File: src/rtl/irq_pkg.sv
package irq_pkg;
    typedef enum logic [2:0] {
        CFG_WAIT_W1,
        CFG_W2,
        CFG_W3,
        CFG_W4,
        CFG_RUN
    } cfg_state_t;

    typedef enum logic {
        ACK_IDLE,
        ACK_SECOND
    } ack_state_t;
endpackage

File: src/rtl/irq_cfg_seq.sv
module irq_cfg_seq
    import irq_pkg::*;
#(
    parameter int VEC_W = 8,
    parameter int LVL_W = 3
) (
    input  logic                   clk,
    input  logic                   rst_n,
    input  logic                   wr_en,
    input  logic                   addr,
    input  logic [7:0]             wdata,
    output logic                   running,
    output logic                   level_mode,
    output logic                   single_mode,
    output logic [VEC_W-LVL_W-1:0] base,
    output logic [7:0]             casc_word,
    output logic                   init_pulse,
    output logic                   mask_we,
    output logic                   eoi_pulse
);
    cfg_state_t state, state_n;
    logic       need_w4;
    logic       wr_w1, wr_ctl, wr_dat;
    logic       unused_bit;

    assign wr_w1      = wr_en && !addr && wdata[4];
    assign wr_ctl     = wr_en && !addr && !wdata[4];
    assign wr_dat     = wr_en && addr;
    assign unused_bit = wdata[2];

    always_ff @(posedge clk or negedge rst_n) begin
        if (!rst_n) state <= CFG_WAIT_W1;
        else        state <= state_n;
    end

    always_comb begin
        state_n = state;
        if (wr_w1) begin
            state_n = CFG_W2;
        end else begin
            unique case (state)
                CFG_WAIT_W1: state_n = CFG_WAIT_W1;
                CFG_W2: if (wr_dat) state_n = !single_mode ? CFG_W3 :
                                              (need_w4 ? CFG_W4 : CFG_RUN);
                CFG_W3: if (wr_dat) state_n = need_w4 ? CFG_W4 : CFG_RUN;
                CFG_W4: if (wr_dat) state_n = CFG_RUN;
                CFG_RUN: state_n = CFG_RUN;
            endcase
        end
    end

    always_ff @(posedge clk or negedge rst_n) begin
        if (!rst_n) begin
            level_mode  <= 1'b0;
            single_mode <= 1'b1;
            need_w4     <= 1'b0;
            base        <= '0;
            casc_word   <= '0;
        end else if (wr_w1) begin
            level_mode  <= wdata[3];
            single_mode <= wdata[1];
            need_w4     <= wdata[0];
        end else if (wr_dat && state == CFG_W2) begin
            base <= wdata[VEC_W-1:LVL_W];
        end else if (wr_dat && state == CFG_W3) begin
            casc_word <= wdata;
        end
    end

    assign running    = (state == CFG_RUN);
    assign init_pulse = wr_w1;
    assign mask_we    = wr_dat && running;
    assign eoi_pulse  = wr_ctl && running && (wdata[7:5] == 3'b001);
endmodule

File: src/rtl/irq_prio_pick.sv
module irq_prio_pick #(
    parameter int N = 8,
    parameter int W = $clog2(N)
) (
    input  logic [N-1:0] req,
    output logic         hit,
    output logic [W-1:0] idx
);
    always_comb begin
        hit = 1'b0;
        idx = '0;
        for (int i = N - 1; i >= 0; i--) begin
            if (req[i]) begin
                hit = 1'b1;
                idx = W'(i);
            end
        end
    end
endmodule

File: src/rtl/irq_prio_ctrl.sv
module irq_prio_ctrl
    import irq_pkg::*;
#(
    parameter int NUM_IR = 8,
    parameter int VEC_W  = 8
) (
    input  logic                     clk,
    input  logic                     rst_n,
    input  logic                     is_master,
    input  logic                     wr_en,
    input  logic                     addr,
    input  logic [7:0]               wdata,
    output logic [7:0]               rdata,
    input  logic [NUM_IR-1:0]        ir,
    output logic                     int_out,
    input  logic                     ack_pulse,
    output logic [VEC_W-1:0]         vec_out,
    output logic                     vec_valid,
    input  logic [$clog2(NUM_IR)-1:0] cas_in,
    output logic [$clog2(NUM_IR)-1:0] cas_out,
    output logic                     cas_drive
);
    localparam int LVL_W  = $clog2(NUM_IR);
    localparam int BASE_W = VEC_W - LVL_W;

    logic              running, level_mode, single_mode;
    logic [BASE_W-1:0] base;
    logic [7:0]        casc_word;
    logic              init_pulse, mask_we, eoi_pulse;

    logic [NUM_IR-1:0] ir_q, irr, imr, isr;
    logic [NUM_IR-1:0] cand, set_bit, clr_req, clr_srv;
    logic              req_hit, srv_hit, allow;
    logic [LVL_W-1:0]  req_idx, srv_idx, my_id, lvl_q;
    logic              is_slave_chip, id_match, ack1, ack2, commit, to_slave;
    ack_state_t        ack_st, ack_st_n;

    irq_cfg_seq #(.VEC_W(VEC_W), .LVL_W(LVL_W)) u_cfg (
        .clk(clk), .rst_n(rst_n), .wr_en(wr_en), .addr(addr), .wdata(wdata),
        .running(running), .level_mode(level_mode), .single_mode(single_mode),
        .base(base), .casc_word(casc_word), .init_pulse(init_pulse),
        .mask_we(mask_we), .eoi_pulse(eoi_pulse)
    );

    assign cand = irr & ~imr;

    irq_prio_pick #(.N(NUM_IR), .W(LVL_W)) u_req_pick (
        .req(cand), .hit(req_hit), .idx(req_idx)
    );
    irq_prio_pick #(.N(NUM_IR), .W(LVL_W)) u_srv_pick (
        .req(isr), .hit(srv_hit), .idx(srv_idx)
    );

    assign allow         = req_hit && (!srv_hit || (req_idx < srv_idx));
    assign is_slave_chip = !single_mode && !is_master;
    assign my_id         = casc_word[LVL_W-1:0];
    assign id_match      = (cas_in == my_id);
    assign ack1          = running && ack_pulse && (ack_st == ACK_IDLE);
    assign ack2          = running && ack_pulse && (ack_st == ACK_SECOND);
    assign commit        = allow && ((ack1 && !is_slave_chip) ||
                                     (ack2 && is_slave_chip && id_match));
    assign set_bit       = commit ? (NUM_IR'(1) << req_idx) : '0;
    assign clr_req       = set_bit;
    assign clr_srv       = (eoi_pulse && srv_hit) ? (NUM_IR'(1) << srv_idx) : '0;

    // request, in-service and mask registers
    always_ff @(posedge clk or negedge rst_n) begin
        if (!rst_n) begin
            ir_q <= '0;
            irr  <= '0;
            isr  <= '0;
            imr  <= '0;
        end else begin
            ir_q <= ir;
            if (init_pulse) begin
                irr <= '0;
                isr <= '0;
                imr <= '0;
            end else begin
                irr <= level_mode ? ir : ((irr & ~clr_req) | (ir & ~ir_q));
                isr <= (isr & ~clr_srv) | set_bit;
                if (mask_we) imr <= wdata;
            end
        end
    end

    // acknowledge state register
    always_ff @(posedge clk or negedge rst_n) begin
        if (!rst_n) ack_st <= ACK_IDLE;
        else        ack_st <= ack_st_n;
    end

    always_comb begin
        ack_st_n = ack_st;
        if (init_pulse) begin
            ack_st_n = ACK_IDLE;
        end else begin
            unique case (ack_st)
                ACK_IDLE:   if (ack1) ack_st_n = ACK_SECOND;
                ACK_SECOND: if (ack2) ack_st_n = ACK_IDLE;
            endcase
        end
    end

    // acknowledge outputs
    always_ff @(posedge clk or negedge rst_n) begin
        if (!rst_n) begin
            lvl_q     <= '0;
            to_slave  <= 1'b0;
            vec_valid <= 1'b0;
            vec_out   <= '0;
        end else begin
            vec_valid <= 1'b0;
            if (init_pulse) begin
                to_slave <= 1'b0;
            end else if (ack1) begin
                lvl_q    <= allow ? req_idx : '1;
                to_slave <= !single_mode && is_master && allow && casc_word[req_idx];
            end else if (ack2) begin
                to_slave <= 1'b0;
                if (is_slave_chip) begin
                    if (id_match) begin
                        vec_valid <= 1'b1;
                        vec_out   <= {base, (allow ? req_idx : {LVL_W{1'b1}})};
                    end
                end else if (!to_slave) begin
                    vec_valid <= 1'b1;
                    vec_out   <= {base, lvl_q};
                end
            end
        end
    end

    assign int_out   = running && (ack_st == ACK_IDLE) && allow;
    assign cas_drive = (ack_st == ACK_SECOND) && to_slave;
    assign cas_out   = cas_drive ? lvl_q : '0;
    assign rdata     = addr ? imr : isr;
endmodule

File: config.mk
export PLATFORM = sky130hd
export DESIGN_NAME = irq_prio_ctrl
export DESIGN_NICKNAME = d
export VERILOG_FILES = /design/src/rtl/irq_pkg.sv /design/src/rtl/irq_cfg_seq.sv /design/src/rtl/irq_prio_pick.sv /design/src/rtl/irq_prio_ctrl.sv
export SDC_FILE = /design/constraint.sdc
export NUM_CORES = 1
export LEC_CHECK = 0
export BUFFER_PORTS_ARGS = -buffer_cell sky130_fd_sc_hd__buf_2
export CAP_MARGIN = 20
export CORE_MARGIN = 2
export CORE_UTILIZATION = 40
export CTS_BUF_LIST = sky130_fd_sc_hd__clkbuf_16
export CTS_CLUSTER_DIAMETER = 30
export CTS_CLUSTER_SIZE = 14
export DETAILED_ROUTE_END_ITERATION = 16
export GPL_TIMING_DRIVEN = 0
export PLACE_DENSITY_LB_ADDON = 0.1
export SYNTH_ARGS = -nofsm -noshare
export SYNTH_HDL_FRONTEND = slang
export SYNTH_SLANG_ARGS = --single-unit
File: constraint.sdc
create_clock -name clk -period 3.07 [get_ports clk]
set_input_delay 0.614 -clock clk [delete_from_list [all_inputs] [get_ports clk]]
set_output_delay 0.614 -clock clk [all_outputs]
set_load 0.03 [all_outputs]
==> flow_summary.ini <==
[layout]
postLayoutCoreUtil_pct = 50.7
mostFrequentLayoutCells = dfrtp_1, nand2_1, buf_2
fin_nets = 437
fin_cells = 518
drive_gt1_share_pct = 30.3
final_common_cell = dfrtp_1
area_growth_pct = 23.6
fin_area_um2 = 4150
diodes = 0

[worst_setup_path]
arrival_ns = 2.47
path_class = reg -> out
critPathMaxFanout = 6
critPathCaptureType = primary output
required_ns = 2.46
ff2ff_path_depth = 9
startpoint_type = register
critPathLaunch = imr[4]$_DFFE_PN0P_
regToRegSetupSlack_ns = 0.58
r2r-end = isr[6]$_DFF_PN0_
r2r-start = isr[4]$_DFF_PN0_

[status]
violations = negative setup slack
status = finished with violations

[clocking]
h-tree-depth = 3
clockBufferDepth = 2
cts_inserted_buffers = 9
root_buffer = clkbuf_16
clk_pin_slew_ns = 0.06
cts_tree = yes
clock_latency_ns = 0.33
numClockSinks = 65
cts_hold_buf = 0

[route]
wl_um = 8740
drc_errors = 0
drt_first_pass_iters = 4
routed_via_density = 5.34
wl_per_cell_um = 16.9
drtIter0Drc = 103
antenna_left = 0
vias = 2764

[yosys]
synth_seq_cells = 65
synth-compound-area-share_pct = 18.9
synth_top_family_by_area = simple AND/OR/NAND/NOR gates
yosysSeqAreaShare_pct = 48.5
synth_warnings = 0
synthSimpleGateAreaFrac_pct = 20.6
synth_cell_types = 62
synth_top_area_cell = dfrtp_1
syn-num-nets = 375
synth.cell_area_um2 = 3350
synth_fa_ha_area_share_pct = 1.49
synth_top_area_share_pct = 47.7
synth_edf_count = 0
syn_inst = 346
yosys-top-cells-area = dfrtp_1, mux2_2, nand2_1
ys.flop_type = dfrtp_1
synthXorXnorAreaFrac_pct = 0.783
syn_area_per_cell_um2 = 9.69
muxShareOfSynthArea_pct = 6.71
async_flop_share_pct = 100

[grt]
antenna_found_initial = 0
grt_max_degree = 66
gr-usage-all-layers_pct = 20.8
overflow = 0
grt_pass1_wl_um = 14200
grt_pass1_vias = 2675

[pwr]
p_total_mw = 3.13
power_density_nw_per_um2 = 754
vdd.ir_drop.worst_v = 0.000461
power.leakage_nw = 1.89

[placement]
gp_congestion = 0.936
preCtsSetupSlack_ns = -0.115
place_inst = 497
port-buffer-count = 46
hpwl_um = 6390
dpl_cell_area_um2 = 3720

[timing]
final-hold-violation-count = 0
min_period_over_period_pct = 100
fin_crit_ns = 3.08
skew_ns = 0.00798
tightestPinTransition_ns = 0.847
setup_viol = 1
rsz0062_at_grt = yes
report.final.slew_viol_count = 0
setup_tns_ns = -0.0104
maxSlewHeadroom_pct = 43.5
fmaxAchievable_mhz = 325
hold_ws_ns = 0.370
worst_slack_ns = -0.0104

[die]
die_y_um = 95.6
coreArea_um2 = 8180
die_area_um2 = 9130
ios = 47
die_w_um = 95.6
rows = 33
start_util_pct = 41.0

[worst_hold_path]
hp-class = in -> async

[job]
cap_violations = 0
## worst max-delay path: stages, from the launching register on
cell and delay (ns):
dfrtp_1 0.37, and2b_4 0.23, nor4_4 0.31, nor2_1 0.09, ha_1 0.30, a21o_1 0.19, a21oi_4 0.17, a21oi_4 0.11
nor4_2 0.17, buf_4 0.21
## worst max path at each step
stage | end | slack, ns | cells past startpoint
6_report | int_out | -0.01 | 9
5_1_grt | int_out | -0.05 | 9
2_1_floorplan | int_out | 0.03 | 8
3_3_place_gp | int_out | -0.10 | 9
4_1_cts | int_out | 0.005 | 10
3_5_place_dp | int_out | -0.12 | 9
## cell usage after synthesis, drive strengths merged, types with 2 or more instances
master	number
mux2	20
and3	5
buf	3
o21a	2
and2b	2
nor4b	4
nor3	5
and2	4
nand2b	4
nand3	4
dfrtp	64
inv	15
nor2	17
o21bai	2
nand2	60
nor4	3
a31oi	2
o221ai	2
o211ai	7
ha	4
o22ai	3
nor2b	11
o21ai	37
xor2	3
nand4	2
a32oi	2
clkbuf	7
a31o	2
or2	6
a211o	3
nor3b	4
a21oi	23
## routing by layer
layer | track usage, % | wire length [um] | share of wire (%)
met5 | 0 | 0 | 0
met4 | 7.50 | 104 | 1.2
met3 | 3.48 | 336 | 3.8
met2 | 31.5 | 4010 | 46
met1 | 30.0 | 4290 | 49
## logic make-up after synthesis
kind of cell,count (synthesis)
AOI/OAI and AO/OA,94
xor gates and xnor gates,3
adders and majority gates,4
buffers and inverters,26
DFF,65
muxes,20
and+or+nand+nor,134
## registers in the layout, indices dropped and copies added (netlist names), 3 cells and up
name and cells:
u_cfg.base 5, u_cfg.casc_word 8, lvl_q 3, ir_q 8
imr 8, vec_out 8, u_cfg.state 3, isr 8
irr 8
## what timing repair did
action,4_1_cts,5_1_grt
pin swaps,4,1
resized for setup,12,8
setup buffers,4,1
cloned,0,0
endpoints found under the setup margin,1,1
## power by group
group / switching [mW] / internal, mW
combinational: 0.511 / 0.376
sequential: 0.171 / 1.05
clock: 0.390 / 0.628
total: 1.07 / 2.05
## final cells by class
cell class | count | area [um2]
plain buffers | 10 | 40.0
clock buffers | 9 | 225
clock inverters | 7 | 70.1
fillers | 798 | 4030
inverters | 16 | 60.1
multi-input cells | 255 | 1720
flip-flops and latches | 65 | 1630
well taps | 105 | 131
repair buffers | 51 | 273
Note: power is estimated with default switching activity, not from simulation.
